$ cat config.mk
export PLATFORM = sky130hd
export DESIGN_NAME = legacy_shadow_unit
export DESIGN_NICKNAME = d
export VERILOG_FILES = /design/src/rtl/lsu_pkg.sv /design/src/rtl/lsu_pic_shadow.sv /design/src/rtl/lsu_pit_counter.sv /design/src/rtl/lsu_pit_shadow.sv /design/src/rtl/legacy_shadow_unit.sv
export SDC_FILE = /design/constraint.sdc
export NUM_CORES = 1
export LEC_CHECK = 0
export ABC_CLOCK_PERIOD_IN_PS = 4720
export BUFFER_PORTS_ARGS = -buffer_cell sky130_fd_sc_hd__clkbuf_2
export CAP_MARGIN = 20
export CORE_UTILIZATION = 41
export DETAILED_ROUTE_END_ITERATION = 6
export GPL_TIMING_DRIVEN = 0
export PLACE_DENSITY = 0.61
export SLEW_MARGIN = 25
export SYNTH_ARGS = -nofsm -noshare
export SYNTH_HDL_FRONTEND = slang
export SYNTH_SLANG_ARGS = --single-unit
export TNS_END_PERCENT = 100
$ cat constraint.sdc
create_clock -name clk -period 4.72 [get_ports clk]
set_input_delay 0.236 -clock clk [delete_from_list [all_inputs] [get_ports clk]]
set_output_delay 0.236 -clock clk [all_outputs]
set_load 0.01 [all_outputs]
$ cat src/rtl/lsu_pkg.sv
package lsu_pkg;
  typedef enum logic [1:0] {
    SEQ_IDLE = 2'd0,
    SEQ_ICW2 = 2'd1,
    SEQ_ICW3 = 2'd2,
    SEQ_ICW4 = 2'd3
  } icw_seq_e;

  typedef enum logic [1:0] {
    RW_LATCH = 2'd0,
    RW_LO    = 2'd1,
    RW_HI    = 2'd2,
    RW_LOHI  = 2'd3
  } rw_mode_e;

  typedef struct packed {
    logic poll;
    logic ris;
    logic smm;
    logic rot;
    logic sfnm;
    logic aeoi;
    logic ltim;
  } pic_fields_t;
endpackage

$ cat src/rtl/lsu_pic_shadow.sv
module lsu_pic_shadow
  import lsu_pkg::*;
#(
  parameter int DATA_W = 8,
  parameter int VEC_W  = 5
) (
  input  logic              clk,
  input  logic              rst,
  input  logic              wr_even,
  input  logic              wr_odd,
  input  logic [DATA_W-1:0] wdata,
  output logic [DATA_W-1:0] ctl_byte,
  output logic [DATA_W-1:0] mask_byte
);
  localparam int VEC_LSB = DATA_W - VEC_W;

  icw_seq_e          seq_q;
  logic              sngl_q;
  logic              ic4_q;
  pic_fields_t       f_q;
  logic [VEC_W-1:0]  vec_q;

  always_ff @(posedge clk) begin
    if (rst) begin
      seq_q  <= SEQ_IDLE;
      sngl_q <= 1'b0;
      ic4_q  <= 1'b0;
      f_q    <= '0;
      vec_q  <= '0;
    end else if (wr_even) begin
      if (wdata[4]) begin
        f_q.ltim <= wdata[3];
        sngl_q   <= wdata[1];
        ic4_q    <= wdata[0];
        seq_q    <= SEQ_ICW2;
      end else if (!wdata[3]) begin
        f_q.rot <= wdata[7];
      end else begin
        f_q.poll <= wdata[2];
        f_q.ris  <= wdata[0];
        if (wdata[6]) f_q.smm <= wdata[5];
      end
    end else if (wr_odd) begin
      case (seq_q)
        SEQ_ICW2: begin
          vec_q <= wdata[DATA_W-1:VEC_LSB];
          seq_q <= !sngl_q ? SEQ_ICW3 : (ic4_q ? SEQ_ICW4 : SEQ_IDLE);
        end
        SEQ_ICW3: seq_q <= ic4_q ? SEQ_ICW4 : SEQ_IDLE;
        SEQ_ICW4: begin
          f_q.aeoi <= wdata[1];
          f_q.sfnm <= wdata[4];
          seq_q    <= SEQ_IDLE;
        end
        default: ;
      endcase
    end
  end

  assign ctl_byte  = {1'b0, f_q.poll, f_q.ris, f_q.smm, f_q.rot,
                      f_q.sfnm, f_q.aeoi, f_q.ltim};
  assign mask_byte = {{VEC_LSB{1'b0}}, vec_q};

  // Setup word always restarts the sequence
  assert_icw1_restart_R4: assert property (@(posedge clk) disable iff (rst)
    (wr_even && wdata[4]) |=> (seq_q == SEQ_ICW2));

  // Plain mask writes do not touch the vector copy
  assert_mask_write_ignored_R6: assert property (@(posedge clk) disable iff (rst)
    (wr_odd && !wr_even && seq_q == SEQ_IDLE) |=> $stable(vec_q));

  // Special-mask held unless its enable bit is set
  assert_smm_hold_R5: assert property (@(posedge clk) disable iff (rst)
    (wr_even && !wdata[4] && wdata[3] && !wdata[6]) |=> $stable(f_q.smm));
endmodule

$ cat src/rtl/lsu_pit_counter.sv
module lsu_pit_counter
  import lsu_pkg::*;
#(
  parameter int DATA_W = 8
) (
  input  logic              clk,
  input  logic              rst,
  input  logic              cmd_wr,
  input  logic [1:0]        cmd_rw,
  input  logic              cnt_wr,
  input  logic              cnt_rd,
  input  logic [DATA_W-1:0] wdata,
  output logic [DATA_W-1:0] rdata
);
  localparam int COUNT_W = 2 * DATA_W;

  rw_mode_e           mode_q;
  logic [COUNT_W-1:0] base_q;
  logic               wtog_q;
  logic               rtog_q;

  always_ff @(posedge clk) begin
    if (rst) begin
      mode_q <= RW_LATCH;
      base_q <= '0;
      wtog_q <= 1'b0;
      rtog_q <= 1'b0;
    end else if (cmd_wr) begin
      mode_q <= rw_mode_e'(cmd_rw);
      wtog_q <= 1'b0;
      rtog_q <= 1'b0;
    end else begin
      if (cnt_wr) begin
        case (mode_q)
          RW_LO: base_q <= {{DATA_W{1'b0}}, wdata};
          RW_HI: base_q <= {wdata, {DATA_W{1'b0}}};
          RW_LOHI: begin
            if (wtog_q) base_q[COUNT_W-1:DATA_W] <= wdata;
            else        base_q[DATA_W-1:0]       <= wdata;
            wtog_q <= ~wtog_q;
          end
          default: ;
        endcase
      end
      if (cnt_rd && mode_q == RW_LOHI) rtog_q <= ~rtog_q;
    end
  end

  always_comb begin
    case (mode_q)
      RW_HI:   rdata = base_q[COUNT_W-1:DATA_W];
      RW_LOHI: rdata = rtog_q ? base_q[COUNT_W-1:DATA_W] : base_q[DATA_W-1:0];
      default: rdata = base_q[DATA_W-1:0];
    endcase
  end

  // Two-byte reads alternate
  assert_read_toggle_R9: assert property (@(posedge clk) disable iff (rst)
    (cnt_rd && !cmd_wr && mode_q == RW_LOHI) |=> (rtog_q != $past(rtog_q)));

  // A new command resets both toggles
  assert_cmd_resets_toggles_R7: assert property (@(posedge clk) disable iff (rst)
    cmd_wr |=> (!rtog_q && !wtog_q));

  // Base count moves only on a count write
  assert_base_only_on_write_R8: assert property (@(posedge clk) disable iff (rst)
    (!cnt_wr) |=> $stable(base_q));
endmodule

$ cat src/rtl/lsu_pit_shadow.sv
module lsu_pit_shadow #(
  parameter int DATA_W  = 8,
  parameter int NUM_CNT = 3,
  parameter int SEL_W   = 2
) (
  input  logic              clk,
  input  logic              rst,
  input  logic              wr,
  input  logic              rd,
  input  logic [SEL_W-1:0]  sel,
  input  logic [DATA_W-1:0] wdata,
  output logic [DATA_W-1:0] rdata
);
  localparam logic [SEL_W-1:0] CMD_SEL = SEL_W'(NUM_CNT);

  logic [DATA_W-1:0] cnt_rdata [NUM_CNT];
  logic              is_cmd;
  logic              rw_nonzero;

  assign is_cmd     = wr && (sel == CMD_SEL);
  assign rw_nonzero = |wdata[5:4];

  for (genvar i = 0; i < NUM_CNT; i++) begin : g_cnt
    logic cmd_hit;
    assign cmd_hit = is_cmd && rw_nonzero && (wdata[7:6] == 2'(i));

    lsu_pit_counter #(.DATA_W(DATA_W)) u_cnt (
      .clk    (clk),
      .rst    (rst),
      .cmd_wr (cmd_hit),
      .cmd_rw (wdata[5:4]),
      .cnt_wr (wr && sel == SEL_W'(i)),
      .cnt_rd (rd && sel == SEL_W'(i)),
      .wdata  (wdata),
      .rdata  (cnt_rdata[i])
    );
  end

  always_comb begin
    rdata = '0;
    for (int i = 0; i < NUM_CNT; i++)
      if (sel == SEL_W'(i)) rdata = cnt_rdata[i];
  end
endmodule

$ cat src/rtl/legacy_shadow_unit.sv
module legacy_shadow_unit #(
  parameter int ADDR_W  = 16,
  parameter int DATA_W  = 8,
  parameter int DEC_LSB = 5,
  parameter int NUM_CNT = 3,
  parameter logic [ADDR_W-DEC_LSB-1:0] MASTER_TAG = 'h001,
  parameter logic [ADDR_W-DEC_LSB-1:0] SLAVE_TAG  = 'h005,
  parameter logic [ADDR_W-DEC_LSB-1:0] TIMER_TAG  = 'h002
) (
  input  logic              clk,
  input  logic              rst,
  input  logic [15:0]       io_addr,
  input  logic              io_rd,
  input  logic              io_wr,
  input  logic [7:0]        io_wdata,
  input  logic              shadow_en,
  output logic              shadow_hit,
  output logic [7:0]        shadow_rdata
);
  localparam int TAG_W   = ADDR_W - DEC_LSB;
  localparam int NUM_PIC = 2;
  localparam int SEL_W   = $clog2(NUM_CNT + 1);
  localparam logic [TAG_W-1:0] PIC_TAG [NUM_PIC] = '{MASTER_TAG, SLAVE_TAG};
  localparam logic [SEL_W-1:0] CMD_SEL = SEL_W'(NUM_CNT);

  logic [TAG_W-1:0]  tag;
  logic [SEL_W-1:0]  tsel;
  logic [NUM_PIC-1:0] pic_sel;
  logic              tmr_sel;
  logic              rd_q;
  logic [DATA_W-1:0] pic_ctl  [NUM_PIC];
  logic [DATA_W-1:0] pic_mask [NUM_PIC];
  logic [DATA_W-1:0] pit_rdata;

  assign tag     = io_addr[ADDR_W-1:DEC_LSB];
  assign tsel    = io_addr[SEL_W-1:0];
  assign tmr_sel = (tag == TIMER_TAG);
  assign rd_q    = io_rd && shadow_en;

  for (genvar g = 0; g < NUM_PIC; g++) begin : g_pic
    assign pic_sel[g] = (tag == PIC_TAG[g]);

    lsu_pic_shadow #(.DATA_W(DATA_W)) u_pic (
      .clk       (clk),
      .rst       (rst),
      .wr_even   (io_wr && pic_sel[g] && !io_addr[0]),
      .wr_odd    (io_wr && pic_sel[g] &&  io_addr[0]),
      .wdata     (io_wdata),
      .ctl_byte  (pic_ctl[g]),
      .mask_byte (pic_mask[g])
    );
  end

  lsu_pit_shadow #(.DATA_W(DATA_W), .NUM_CNT(NUM_CNT), .SEL_W(SEL_W)) u_pit (
    .clk   (clk),
    .rst   (rst),
    .wr    (io_wr && tmr_sel),
    .rd    (rd_q && tmr_sel),
    .sel   (tsel),
    .wdata (io_wdata),
    .rdata (pit_rdata)
  );

  assign shadow_hit = rd_q && ((|pic_sel) || (tmr_sel && tsel != CMD_SEL));

  always_comb begin
    shadow_rdata = '0;
    if (shadow_hit) begin
      for (int g = 0; g < NUM_PIC; g++)
        if (pic_sel[g]) shadow_rdata = io_addr[0] ? pic_mask[g] : pic_ctl[g];
      if (tmr_sel) shadow_rdata = pit_rdata;
    end
  end

  // Never claim a read while readback is disabled
  assert_no_claim_disabled_R1: assert property (@(posedge clk) disable iff (rst)
    !shadow_en |-> !shadow_hit);

  // Timer command port is never claimed
  assert_cmd_port_unclaimed_R1: assert property (@(posedge clk) disable iff (rst)
    (tmr_sel && tsel == CMD_SEL) |-> !shadow_hit);

  // Unclaimed cycles drive zero data
  assert_idle_data_zero_R1: assert property (@(posedge clk) disable iff (rst)
    !shadow_hit |-> (shadow_rdata == '0));
endmodule

### Yosys cells after proc, flatten, opt, wreduce, memory -nomap -nowiden

Index checks and enable logic that the tools add are counted.

| word-level totals | value |
|---|---|
| bits in registers | 92 |
| memory bits (writable) | 0 |
| latch bits | 0 |
| word-level logic and storage cells | 181 |
| memories kept | 0 |
| ROM bits | 0 |

| cells by class | value |
|---|---|
| bitwise operators | 13 |
| reductions and logical operators | 64 |
| multipliers | 0 |
| add/subtract/negate cells | 0 |
| $lt $le $gt $ge | 0 |
| div/mod/pow operators | 0 |
| shift-type cells | 0 |
| mux-type cells | 35 |
| equality and inequality tests | 32 |

Operators by type and width:

| cell | count |
|---|---|
| $pmux W16 S3 | 3 |
| $mux W8 | 15 |
| $pmux W8 S2 | 3 |
| $reduce_and A4 Y1 | 8 |
| $reduce_and A3 Y1 | 10 |
| $eq A2 B2 Y1 const B | 13 |
| $logic_and A1 B1 Y1 | 25 |
| $mux W7 | 3 |
| $mux W2 | 9 |
| $ne A2 B2 Y1 const B | 9 |
| $eq A2 B1 Y1 const B | 7 |
| $not A1 Y1 | 13 |
| $pmux W2 S3 | 2 |
| $eq A11 B1 Y1 const B | 1 |
| $eq A11 B2 Y1 const B | 1 |
| $eq A11 B3 Y1 const B | 1 |
| $reduce_and A2 Y1 | 5 |
| $reduce_or A2 Y1 | 5 |
| $reduce_bool A3 Y1 | 3 |
| $reduce_bool A4 Y1 | 2 |
| $logic_not A2 Y1 | 2 |
| $reduce_bool A2 Y1 | 2 |
| $logic_not A1 Y1 | 1 |
| $logic_or A1 B1 Y1 | 1 |

### Depth between registers and ports, before layout

Gate-level depths: netlist of the first run.

| logic depth | value |
|---|---|
| depth in word-level cells | 7 |
| mapped depth | 9 |
| mapped depth without buffers | 5 |

### Hierarchy

From an unflattened synthesis of the first run, not the netlist that was laid out.

| second synthesis, totals | value |
|---|---|
| cells, all modules | 568 |
| area total of the unflattened synthesis | 5,186.2 µm² |

Modules (own cells, without submodules):

| module | cells each | area each (µm²) | times used |
|---|---|---|---|
| lsu_pit_counter | 108 | 1,017.2 | 3 |
| lsu_pic_shadow | 73 | 693.2 | 2 |
| legacy_shadow_unit | 66 | 465.4 | 1 |
| lsu_pit_shadow | 32 | 282.8 | 1 |

### Least setup slack after synthesis of the first run

Ideal clock, no wire load.

| timing path | value |
|---|---|
| kind | input-to-output |
| start | input io_addr[14] |
| end | output shadow_rdata[2] |
| slack | 2.550 ns |
| data arrival time | 1.934 ns |
| stages on the path | 7 |
| buffers on the path | 2 |
| cells stage by stage | or3_1 or3_1 clkbuf_1 clkbuf_1 o21ai_0 o21ai_0 a211oi_1 |

| between the ends | value |
|---|---|
| cells in the longest elaborated chain, start to end | 5 |

RTL lines:

| element | line | text |
|---|---|---|
| start, declared | legacy_shadow_unit.sv:12 | `input logic [15:0] io_addr,` |
| $eq A11 B1 Y1 (tied with other cells) | legacy_shadow_unit.sv:41 | `assign pic_sel[g] = (tag == PIC_TAG[g]);` |
| $mux W7 (tied with other cells) | legacy_shadow_unit.sv:70 | `if (pic_sel[g]) shadow_rdata = io_addr[0] ? pic_mask[g] : pic_ctl[g];` |
| $mux W8 / $logic_or A1 B1 Y1 (equally long branches) | legacy_shadow_unit.sv:70, legacy_shadow_unit.sv:64 |  |
| $mux W8 / $logic_and A1 B1 Y1 (equally long branches) | legacy_shadow_unit.sv:71, legacy_shadow_unit.sv:64 |  |
| $mux W8 (*) | legacy_shadow_unit.sv:68 | `if (shadow_hit) begin` |
| end, declared | legacy_shadow_unit.sv:18 | `output logic [7:0] shadow_rdata` |

Mark *: on every way between the ends. The rest lies on a longest branch, timed or not.

### Worst setup path after layout of the first run

| timing path | value |
|---|---|
| start | input io_addr[0] |
| end | output shadow_rdata[3] |

| between the ends | value |
|---|---|
| cells in the longest elaborated chain, start to end | 6 |

RTL lines:

| element | line | text |
|---|---|---|
| $logic_not A2 Y1 | lsu_pit_shadow.sv:42 | `if (sel == SEL_W'(i)) rdata = cnt_rdata[i];` |
| $mux W8 (3 in series) | lsu_pit_shadow.sv:42 |  |
| $mux W8 | legacy_shadow_unit.sv:71 | `if (tmr_sel) shadow_rdata = pit_rdata;` |
| $mux W8 (*) | legacy_shadow_unit.sv:68 |  |

Marks and branches as above.

==> results.py, run 1 <==
metrics = {
    "pwr": {
        "power_leakage_nw": 1.83,
        "sw_frac_of_total": 0.231,
        "power_frac_seq": 0.483,
        "power_frac_comb": 0.064,
        "pwr_density_cell_nw_per_um2": 296,
        "switchingPower_mw": 0.371,
        "p_int_mw": 1.23,
        "p_clk_frac": 0.453,
        "ir_drop_mv": 0.237,
    },
    "clock_tree": {
        "clockBufferDepth": 2,
        "cts_root_buffer": "clkbuf_16",
        "numCtsBuffers": 9,
        "cts_setup_buffers": 0,
        "clkSlewWorstSetupHoldPaths_ns": 0.06,
        "cts_hold_buf": 0,
        "cts_resized": 0,
        "clk_latency_ns": 0.35,
        "cts_tree": "built",
        "numClockSinks": 92,
        "htree_levels": 3,
    },
    "floorplan": {
        "core_area_um2": 11400,
        "ios": 38,
        "dieArea_um2": 12200,
        "start_util": 0.421,
        "fp.dieW_um": 110,
        "chipHeight_um": 110,
        "num_rows": 39,
    },
    "sta": {
        "relSlewSlack": 0.297,
        "tightest_slew_ns": 1.04,
        "grt_setup_unrepaired": "false",
        "skew_ns": 0.00749,
        "fmax_ghz": 0.326,
        "setup_tns_ns": 0,
        "period_needed_ns": 3.07,
        "whs_ns": 0.227,
        "setup_viol": 0,
        "fin_crit_sh": 0.649,
        "drv_slew": 0,
        "finalHoldViolCount": 0,
    },
    "critical_path": {
        "cp-start-kind": "primary input",
        "max_stage_delay_ns": 0.65,
        "crit_chain": "clkbuf_1 -> clkbuf_1 -> buf_1 -> mux2i_1 -> o21ai_0 -> o21ai_0 -> a211oi_1 -> clkbuf_2",
        "r2r_slack_ns": 2.49,
        "worstPathArrival_ns": 2.83,
        "crit_buf_inv": 4,
        "cp.required_ns": 4.48,
        "crit_type": "primary input to primary output",
        "critPathSlowestCell": "buf_1",
        "cp-end-kind": "primary output",
        "cp_max_fo": 10,
        "crit_family": "buffers and inverters",
    },
    "global_route": {
        "grt_max_degree": 14,
        "grt_pass1_vias": 4228,
        "grt_pass1_wl_um": 24000,
        "track_usage": 0.268,
        "antenna_found_initial": 0,
        "grt_overflow": 0,
    },
    "route": {
        "drt_pre_antenna_iters": 6,
        "viasPerCell": 5.97,
        "ant_nets": 0,
        "drc": 0,
        "num_vias": 4617,
        "drt_iter0_markers": 463,
        "wl_per_cell_um": 20.0,
        "routed_wl_um": 15500,
    },
    "logic_synthesis": {
        "synth_adder_area_share": 0,
        "postSynthCellCount": 588,
        "synth-simple-area-share": 0.285,
        "yosysTopAreaCell": "dfxtp_1",
        "synthTopCellsByArea": "dfxtp_1 38%, mux2i_1 10%, a21oi_1 6.3%",
        "synth-edff-count": 0,
        "synth_top_area_frac": 0.383,
        "synth-compound-area-share": 0.145,
        "synth_mux_area_frac": 0.123,
        "synth_top_family_by_area": "simple AND/OR/NAND/NOR gates",
        "ys_ff_latch": 92,
        "synth_ff_type": "dfxtp_1",
        "synthArstFlopShare": 0,
        "yosysMostFrequentCell": "dfxtp_1",
        "yosys_warnings": 0,
        "synth_cell_types": 50,
        "synthTopCellsByCount": "92 x dfxtp_1, 60 x a21oi_1, 51 x nand3_1, 50 x mux2i_1, 48 x nor2_1",
        "synth_xor_area_frac": 0.00912,
        "syn_avg_cell_area_um2": 8.17,
        "syn_area_um2": 4800,
        "ys_seq_area_frac": 0.383,
        "synthesis.nets": 617,
    },
    "run": {
        "drv_cap": 0,
    },
    "placed_design": {
        "port_buffers": 29,
        "hpwl_um": 10800,
        "gp_congestion": 0.900,
    },
    "cells_and_area": {
        "n_fill_cell": 1142,
        "drive_above_1_share": 0.106,
        "diodes": 0,
        "nets": 657,
        "areaGrowthSynthToFinish_pct": 12.8,
    },
    "outcome": {
        "status": "finished clean",
    },
    "worst_hold_path": {
        "hold_path_class": "primary input to flip-flop",
    },
}
## worst paths after layout
check	start	endpoint	depth (start not counted)
worst min register to register	u_pit.g_cnt[2].u_cnt.base_q[6]$_SDFFE_PP0P_	u_pit.g_cnt[2].u_cnt.base_q[6]$_SDFFE_PP0P_	2
worst min-delay path	io_wdata[5]	u_pit.g_cnt[0].u_cnt.base_q[5]$_SDFFE_PP0P_	3
worst max-delay path	io_addr[0]	shadow_rdata[3]	8
worst max register to register	u_pit.g_cnt[1].u_cnt.mode_q[1]$_SDFFE_PP0P_	u_pit.g_cnt[1].u_cnt.base_q[7]$_SDFFE_PP0P_	6
## registers in the layout (all words and copies together), names as in the netlist
name / count
g_pic.u_pic.ctl_byte: 14
g_pic.u_pic.ic4_q: 2
g_pic.u_pic.seq_q: 4
g_pic.u_pic.sngl_q: 2
g_pic.u_pic.vec_q: 10
u_pit.g_cnt.u_cnt.base_q: 48
u_pit.g_cnt.u_cnt.mode_q: 6
u_pit.g_cnt.u_cnt.rtog_q: 3
u_pit.g_cnt.u_cnt.wtog_q: 3
## power groups by stage
stage	Clock (mW)	Combinational [mW]	Sequential, mW
4_1_cts	0.741	0.0991	0.776
5_1_grt	0.775	0.107	0.776
3_5_place_dp	0	0.0986	0.794
3_3_place_gp	0	0.0983	0.794
2_1_floorplan	0	0.0525	0.794
6_report	0.728	0.102	0.776
## stage by stage
stage / instances / setup slack [ns] / area, um^2 / utilization / power [mW]
floorplan: 588 / 2.55 / 4800 / - / 0.846
global placement: 760 / 1.80 / 5130 / 0.449 / 0.892
detailed placement: 760 / 1.78 / 5130 / 0.449 / 0.892
CTS: 774 / 1.78 / 5420 / 0.475 / 1.62
global route: 774 / 1.60 / 5420 / 0.475 / 1.66
finish: 774 / 1.65 / 5420 / 0.475 / 1.61
## routing by layer
layer,up-vias,share of wire,GRT usage
met5,-,0,0
met4,0,0.034,0.108
met3,29,0.071,0.0488
met2,194,0.46,0.408
met1,2225,0.44,0.373
li1,2169,-,-
## logic make-up (layout without fill, tap and decap cells)
kind of cell | Yosys count | count (layout)
muxes | 58 | 58
xor gates and xnor gates | 5 | 5
DFF | 92 | 92
buffers and inverters | 64 | 107
and+or+nand+nor | 253 | 253
AOI/OAI and AO/OA | 116 | 116
## cell type report
| class | instances | area [um^2] | share of cell area |
|---|---|---|---|
| Sequential cell | 92 | 1840 | 0.340 |
| Multi-Input combinational cell | 432 | 2700 | 0.498 |
| Clock inverter | 2 | 35.0 | 0.00647 |
| Clock buffer | 12 | 256 | 0.0473 |
| Timing Repair Buffer | 29 | 145 | 0.0268 |
| Inverter | 13 | 48.8 | 0.00900 |
| Buffer | 51 | 213 | 0.0393 |
| Tap cell | 143 | 179 | 0.0330 |
## worst register-to-register path: stages, from the launching register on
cell      delay, ns
dfxtp_1        0.33
clkbuf_1       0.30
o21ai_0        0.22
nor4_2         0.58
clkbuf_1       0.41
nand3_1        0.14
a21oi_1        0.18
## placed cells by master, fill, tap and decap left out, types with 12 or more instances in the layout
| cell type | count |
|---|---|
| mux2i_1 | 50 |
| nand3_1 | 51 |
| nor3_1 | 16 |
| a21oi_1 | 60 |
| a211oi_1 | 14 |
| nand2b_1 | 33 |
| clkbuf_2 | 32 |
| nand2_1 | 39 |
| and3_1 | 12 |
| clkbuf_1 | 43 |
| nor2_1 | 48 |
| dfxtp_1 | 92 |
| o21ai_0 | 17 |
| inv_1 | 13 |
Note: power is estimated with default switching activity, not from simulation.
==> inputs of run 2 (changes only) <==
--- a/config.mk
+++ b/config.mk
@@ -5,13 +5,13 @@
 export SDC_FILE = /design/constraint.sdc
 export NUM_CORES = 1
 export LEC_CHECK = 0
-export ABC_CLOCK_PERIOD_IN_PS = 4720
+export ABC_CLOCK_PERIOD_IN_PS = 2500
 export BUFFER_PORTS_ARGS = -buffer_cell sky130_fd_sc_hd__clkbuf_2
 export CAP_MARGIN = 20
 export CORE_UTILIZATION = 41
 export DETAILED_ROUTE_END_ITERATION = 6
 export GPL_TIMING_DRIVEN = 0
-export PLACE_DENSITY = 0.61
+export PLACE_DENSITY = 0.63
 export SLEW_MARGIN = 25
 export SYNTH_ARGS = -nofsm -noshare
 export SYNTH_HDL_FRONTEND = slang
==> constraint.sdc (replaced) <==
create_clock -name clk -period 2.5 [get_ports clk]
set_input_delay 0.125 -clock clk [delete_from_list [all_inputs] [get_ports clk]]
set_output_delay 0.125 -clock clk [all_outputs]
set_load 0.01 [all_outputs]
==> run 2 against run 1 <==
  * The flow now finishes with violations (design-rule violations)
  * Core utilization grew 0.36 points
  * Register-to-register slack lost 1.9 ns
  * Via count shrank 0.17%
  * Critical path depth shrank 2
  * Power grew 91%
  * Worst setup slack lost 1.6 ns
  * Global-route usage shrank 0.85 points
  * Sequential cell count is the same
==> results.py, run 2 (synthesized netlist as in run 1, its figures left out) <==
metrics = {
    "clock_tree": {
        "clockBufferDepth": 2,
        "numCtsBuffers": 9,
        "cts_tree": "built",
        "numClockSinks": 92,
        "htree_levels": 3,
        "clkSlewWorstSetupHoldPaths_ns": 0.06,
        "cts_setup_buffers": 0,
        "clk_latency_ns": 0.35,
        "cts_hold_buf": 0,
        "cts_resized": 4,
        "cts_root_buffer": "clkbuf_16",
    },
    "route": {
        "ant_nets": 0,
        "drc": 2,
        "met1_length_um": 6460,
        "drt_iter0_markers": 362,
        "num_vias": 4609,
        "drt_pre_antenna_iters": 7,
        "topRoutingLayerUsed": "met4",
        "wl_per_cell_um": 19.6,
        "wl_met2_um": 7010,
        "wl_met3_um": 1100,
        "viasPerCell": 5.95,
        "routed_wl_um": 15200,
    },
    "floorplan": {
        "start_util": 0.421,
        "chipHeight_um": 110,
        "dieArea_um2": 12200,
        "ios": 38,
        "core_area_um2": 11400,
        "fp.dieW_um": 110,
        "num_rows": 39,
    },
    "global_route": {
        "antenna_found_initial": 0,
        "grt_pass1_wl_um": 23200,
        "grt_overflow": 0,
        "track_usage": 0.260,
        "grt_pass1_vias": 4268,
        "grt_max_degree": 15,
    },
    "critical_path": {
        "max_stage_delay_ns": 0.52,
        "crit_chain": "nor2b_1 -> or4bb_1 -> o311a_1 -> a2111o_1 -> a21oi_2 -> clkbuf_2",
        "cp_max_fo": 7,
        "worstPathArrival_ns": 2.29,
        "cp-end-kind": "primary output",
        "crit_type": "flip-flop to primary output",
        "crit_family": "compound AO/OA/AOI/OAI gates",
        "rr_startpoint": "u_pit.g_cnt[0].u_cnt.mode_q[0]$_SDFFE_PP0P_",
        "critPathSlowestCell": "or4bb_1",
        "r2r_cells": 5,
        "crit_buf_inv": 1,
        "cp.required_ns": 2.38,
        "cp.depth": 6,
        "crit_path_start": "u_pit.g_cnt[1].u_cnt.mode_q[0]$_SDFFE_PP0P_",
        "cp-start-kind": "flip-flop",
    },
    "pwr": {
        "power_frac_comb": 0.063,
        "p_clk_frac": 0.459,
        "power_frac_seq": 0.478,
        "sw_frac_of_total": 0.237,
        "pwr_density_cell_nw_per_um2": 562,
        "switchingPower_mw": 0.726,
        "power_leakage_nw": 1.86,
        "ir_drop_mv": 0.340,
        "p_int_mw": 2.34,
    },
    "sta": {
        "skew_ns": 0.00925,
        "whs_ns": 0.122,
        "tightest_slew_ns": 0.996,
        "fin_crit_sh": 0.966,
        "relSlewSlack": 0.327,
        "fmax_ghz": 0.414,
        "drv_slew": 0,
        "period_needed_ns": 2.42,
        "grt_setup_unrepaired": "false",
        "setup_tns_ns": 0,
        "finalHoldViolCount": 0,
        "setup_viol": 0,
        "setup_slack_ns": 0.0840,
    },
    "cells_and_area": {
        "areaGrowthSynthToFinish_pct": 13.7,
        "final_cell_mix": "90 x dfxtp_1, 59 x a21oi_1, 51 x nand3_1",
        "design_area_um2": 5460,
        "nets": 655,
        "diodes": 0,
        "top_register": "u_pit.g_cnt.u_cnt.base_q",
        "utilization": 0.478,
        "largest_reg_flops": 48,
        "drive_above_1_share": 0.130,
        "mostFrequentLayoutCell": "dfxtp_1",
    },
    "outcome": {
        "violations": "design-rule violations",
        "status": "complete, but fails checks",
    },
    "worst_hold_path": {
        "hold_path_depth": 3,
        "hold_start": "io_wdata[5]",
        "hold_path_class": "primary input to flip-flop",
    },
    "placed_design": {
        "place_area_um2": 5130,
        "hpwl_um": 10700,
        "gp_congestion": 0.968,
        "dp_slack_ns": -0.222,
        "port_buffers": 29,
    },
    "run": {
        "drv_cap": 0,
    },
}
==> run 2: changes by cell type in the layout (fill, tap and decap cells not counted), moves of 2 or more <==
cell,change
dfxtp_1,-2
clkbuf_2,+4
nor3_2,+2
clkbuf_1,-6
dfxtp_2,+2
nor3_1,-2
buf_1,-2
==> run 2: worst min-delay path: cells and delay by family <==
family          cells  cell delay [ns]
compound gates      1             0.06
buf+inv             1             0.14
simple gates        1             0.09
==> run 2: path summary, 6_finish.rpt <==
path                                                  endpoint  slack, ns
setup / recovery                               shadow_rdata[5]       0.08
hold / removal    u_pit.g_cnt[2].u_cnt.base_q[13]$_SDFFE_PP0P_       0.12
setup reg to reg  u_pit.g_cnt[0].u_cnt.base_q[14]$_SDFFE_PP0P_       0.59
hold reg to reg   u_pit.g_cnt[1].u_cnt.base_q[13]$_SDFFE_PP0P_       0.44
==> run 2: power groups by stage <==
stage                     clock [mW]  sequential, mW  combinational, mW
after floorplan                    0            1.50             0.0991
after global placement             0            1.50              0.184
after detailed placement           0            1.50              0.184
after CTS                       1.41            1.46              0.185
after global routing            1.48            1.46              0.202
final                           1.41            1.46              0.193
==> run 2: layout make-up <==
| type | instances | area, um^2 |
|---|---|---|
| inverters | 13 | 48.8 |
| multi-input cells | 432 | 2720 |
| plain buffers | 49 | 215 |
| fillers | 1162 | 5960 |
| repair buffers | 29 | 145 |
| clock inverters | 4 | 47.5 |
| clock buffers | 12 | 256 |
| well taps | 143 | 179 |
| flip-flops and latches | 92 | 1840 |
==> run 2: routing by layer <==
metal	global-route usage	vias to the layer above
li1	-	2173
met1	0.339	2199
met2	0.401	200
met3	0.0435	37
met4	0.157	0
met5	0	-
==> run 2: per-stage QoR <==
| stage | power (mW) | cells |
|---|---|---|
| finish | 3.07 | 774 |
| global route | 3.15 | 774 |
| CTS | 3.06 | 775 |
| detailed placement | 1.68 | 760 |
| global placement | 1.68 | 760 |
| floorplan | 1.60 | 588 |
==> inputs of run 3 (changes only) <==
--- a/config.mk
+++ b/config.mk
@@ -8,10 +8,11 @@
 export ABC_CLOCK_PERIOD_IN_PS = 2500
 export BUFFER_PORTS_ARGS = -buffer_cell sky130_fd_sc_hd__clkbuf_2
 export CAP_MARGIN = 20
-export CORE_UTILIZATION = 41
+export CORE_UTILIZATION = 54
+export CTS_CLUSTER_SIZE = 8
 export DETAILED_ROUTE_END_ITERATION = 6
 export GPL_TIMING_DRIVEN = 0
-export PLACE_DENSITY = 0.63
+export PLACE_DENSITY = 0.79
 export SLEW_MARGIN = 25
 export SYNTH_ARGS = -nofsm -noshare
 export SYNTH_HDL_FRONTEND = slang
==> run 3 against run 2 <==
  * The flow now finishes without violations
  * Die area shrank 24%
  * Sequential power is essentially flat
  * Maximum frequency shrank 1.9%
  * First-iteration DRC count grew 17%
  * Sequential cell count is the same
  * Worst setup slack lost 0.046 ns
  * Highest routed layer unchanged
==> results.py, run 3 (synthesized netlist as in run 1, its figures left out) <==
metrics = {
    "global_route": {
        "use_met2": 0.509,
        "globalRouteMet3Util": 0.0766,
        "grt_pass1_wl_um": 22800,
        "met1_usage": 0.435,
        "grt_overflow": 0,
        "grt_max_degree": 15,
        "top_usage_layer": "met2",
        "grt_pass1_vias": 4477,
        "antenna_found_initial": 0,
        "track_usage": 0.336,
    },
    "run": {
        "drv_cap": 0,
    },
    "placed_design": {
        "place_area_um2": 5080,
        "hpwl_um": 10400,
        "port_buffers": 29,
        "gp_congestion": 0.973,
    },
    "pwr": {
        "sw_frac_of_total": 0.241,
        "switchingPower_mw": 0.669,
        "ir_drop_mv": 0.363,
        "p_int_mw": 2.10,
        "p_clk_frac": 0.403,
        "power_frac_seq": 0.528,
        "power_frac_comb": 0.069,
        "power_leakage_nw": 1.83,
        "power.total_mw": 2.77,
        "pwr_density_cell_nw_per_um2": 516,
    },
    "cells_and_area": {
        "top_register": "u_pit.g_cnt.u_cnt.base_q",
        "utilization": 0.619,
        "diodes": 0,
        "mostFrequentLayoutCell": "dfxtp_1",
        "design_area_um2": 5370,
        "nets": 657,
        "final_cell_mix": "90 x dfxtp_1, 59 x a21oi_1, 51 x nand3_1",
        "n_fill_cell": 780,
        "largest_reg_flops": 48,
        "areaGrowthSynthToFinish_pct": 11.9,
        "drive_above_1_share": 0.134,
    },
    "critical_path": {
        "cp_max_fo": 8,
        "cp.required_ns": 2.38,
        "r2r_cells": 5,
        "cp-end-kind": "primary output",
        "worstPathArrival_ns": 2.34,
        "cp-start-kind": "flip-flop",
        "crit_type": "flip-flop to primary output",
    },
    "clock_tree": {
        "cts_tree": "built",
        "numClockSinks": 92,
        "htree_levels": 3,
        "clockBufferDepth": 2,
        "clkSlewWorstSetupHoldPaths_ns": 0.09,
        "clk_latency_ns": 0.36,
        "cts_root_buffer": "clkbuf_8",
        "cts_hold_buf": 0,
        "numCtsBuffers": 9,
    },
    "worst_hold_path": {
        "hold_path_depth": 3,
        "hold_path_class": "primary input to flip-flop",
    },
    "floorplan": {
        "core_area_um2": 8680,
        "chipHeight_um": 96.3,
        "fp.dieW_um": 96.3,
        "ios": 38,
        "num_rows": 34,
        "dieArea_um2": 9280,
        "start_util": 0.553,
    },
    "route": {
        "drt_iter0_markers": 424,
        "drt_pre_antenna_iters": 6,
        "drc": 0,
        "routed_wl_um": 15100,
        "wl_per_cell_um": 20.4,
        "num_vias": 4771,
        "viasPerCell": 6.44,
        "ant_nets": 0,
    },
    "sta": {
        "drv_slew": 0,
        "whs_ns": 0.101,
        "relSlewSlack": 0.461,
        "fmax_ghz": 0.406,
        "tightest_slew_ns": 0.806,
        "skew_ns": 0.00869,
        "fin_crit_sh": 0.985,
        "setup_viol": 0,
        "period_needed_ns": 2.46,
        "finalHoldViolCount": 0,
    },
    "outcome": {
        "status": "finished clean",
    },
}
==> run 3: cell types whose count changed in the layout (fill, tap and decap cells not counted), sizes merged <==
| cell | delta |
|---|---|
| clkinv | -1 |
| buf | +5 |
| bufinv | +1 |
| clkbuf | -3 |
==> run 3: metrics by stage <==
step / cells / TNS [ns] / setup slack (ns)
final: 741 / 0 / 0.0381
after global routing: 741 / -0.0365 / -0.0365
after CTS: 741 / 0 / 0.0156
after detailed placement: 725 / -0.972 / -0.153
after global placement: 725 / -0.551 / -0.154
after floorplan: 588 / 0 / 0.552
==> run 3: power groups by stage <==
stage | sequential, mW | clock, mW | combinational [mW]
3_3_place_gp | 1.50 | 0 | 0.178
4_1_cts | 1.46 | 1.12 | 0.181
3_5_place_dp | 1.50 | 0 | 0.180
2_1_floorplan | 1.50 | 0 | 0.0991
5_1_grt | 1.46 | 1.18 | 0.200
6_report | 1.46 | 1.12 | 0.193
==> run 3: final timing paths <==
check / endpoint / start / slack [ns]
hold / removal: u_pit.g_cnt[2].u_cnt.base_q[13]$_SDFFE_PP0P_ / io_wdata[5] / 0.10
hold reg to reg: u_pit.g_cnt[2].u_cnt.base_q[4]$_SDFFE_PP0P_ / u_pit.g_cnt[2].u_cnt.base_q[4]$_SDFFE_PP0P_ / 0.45
setup reg to reg: u_pit.g_cnt[0].u_cnt.base_q[14]$_SDFFE_PP0P_ / u_pit.g_cnt[0].u_cnt.mode_q[0]$_SDFFE_PP0P_ / 0.53
setup / recovery: shadow_rdata[7] / u_pit.g_cnt[1].u_cnt.mode_q[0]$_SDFFE_PP0P_ / 0.04
==> run 3: per-layer routing <==
layer	up-vias	routed length [um]
met5	-	0
met3	55	1510
met1	2277	6000
met4	0	775
li1	2180	-
met2	259	6840
==> run 3: final cells by class <==
class	count	area, um^2	share of cell area
multi-input combinational	432	2730	0.508
clock buffer	12	145	0.0270
clock inverter	4	72.6	0.0135
timing repair buffer	31	173	0.0321
sequential	92	1850	0.344
tap	108	135	0.0252
inverter	13	48.8	0.00908
buffer	49	221	0.0412
==> run 3: timing repair <==
action,4_1_cts,5_1_grt
endpoints found under the setup margin,8,7
cloned,0,0
hold endpoints to repair,0,0
pin swaps,0,2
buffers inserted,0,2
gates resized for setup,5,20
==> run 3: critical path, cell delays in order, from the launching register on <==
cell and delay [ns]:
dfxtp_4 0.37, nor2b_1 0.15, nor2b_2 0.46, mux2i_1 0.20, or3_1 0.34, a21oi_1 0.26, clkbuf_2 0.19
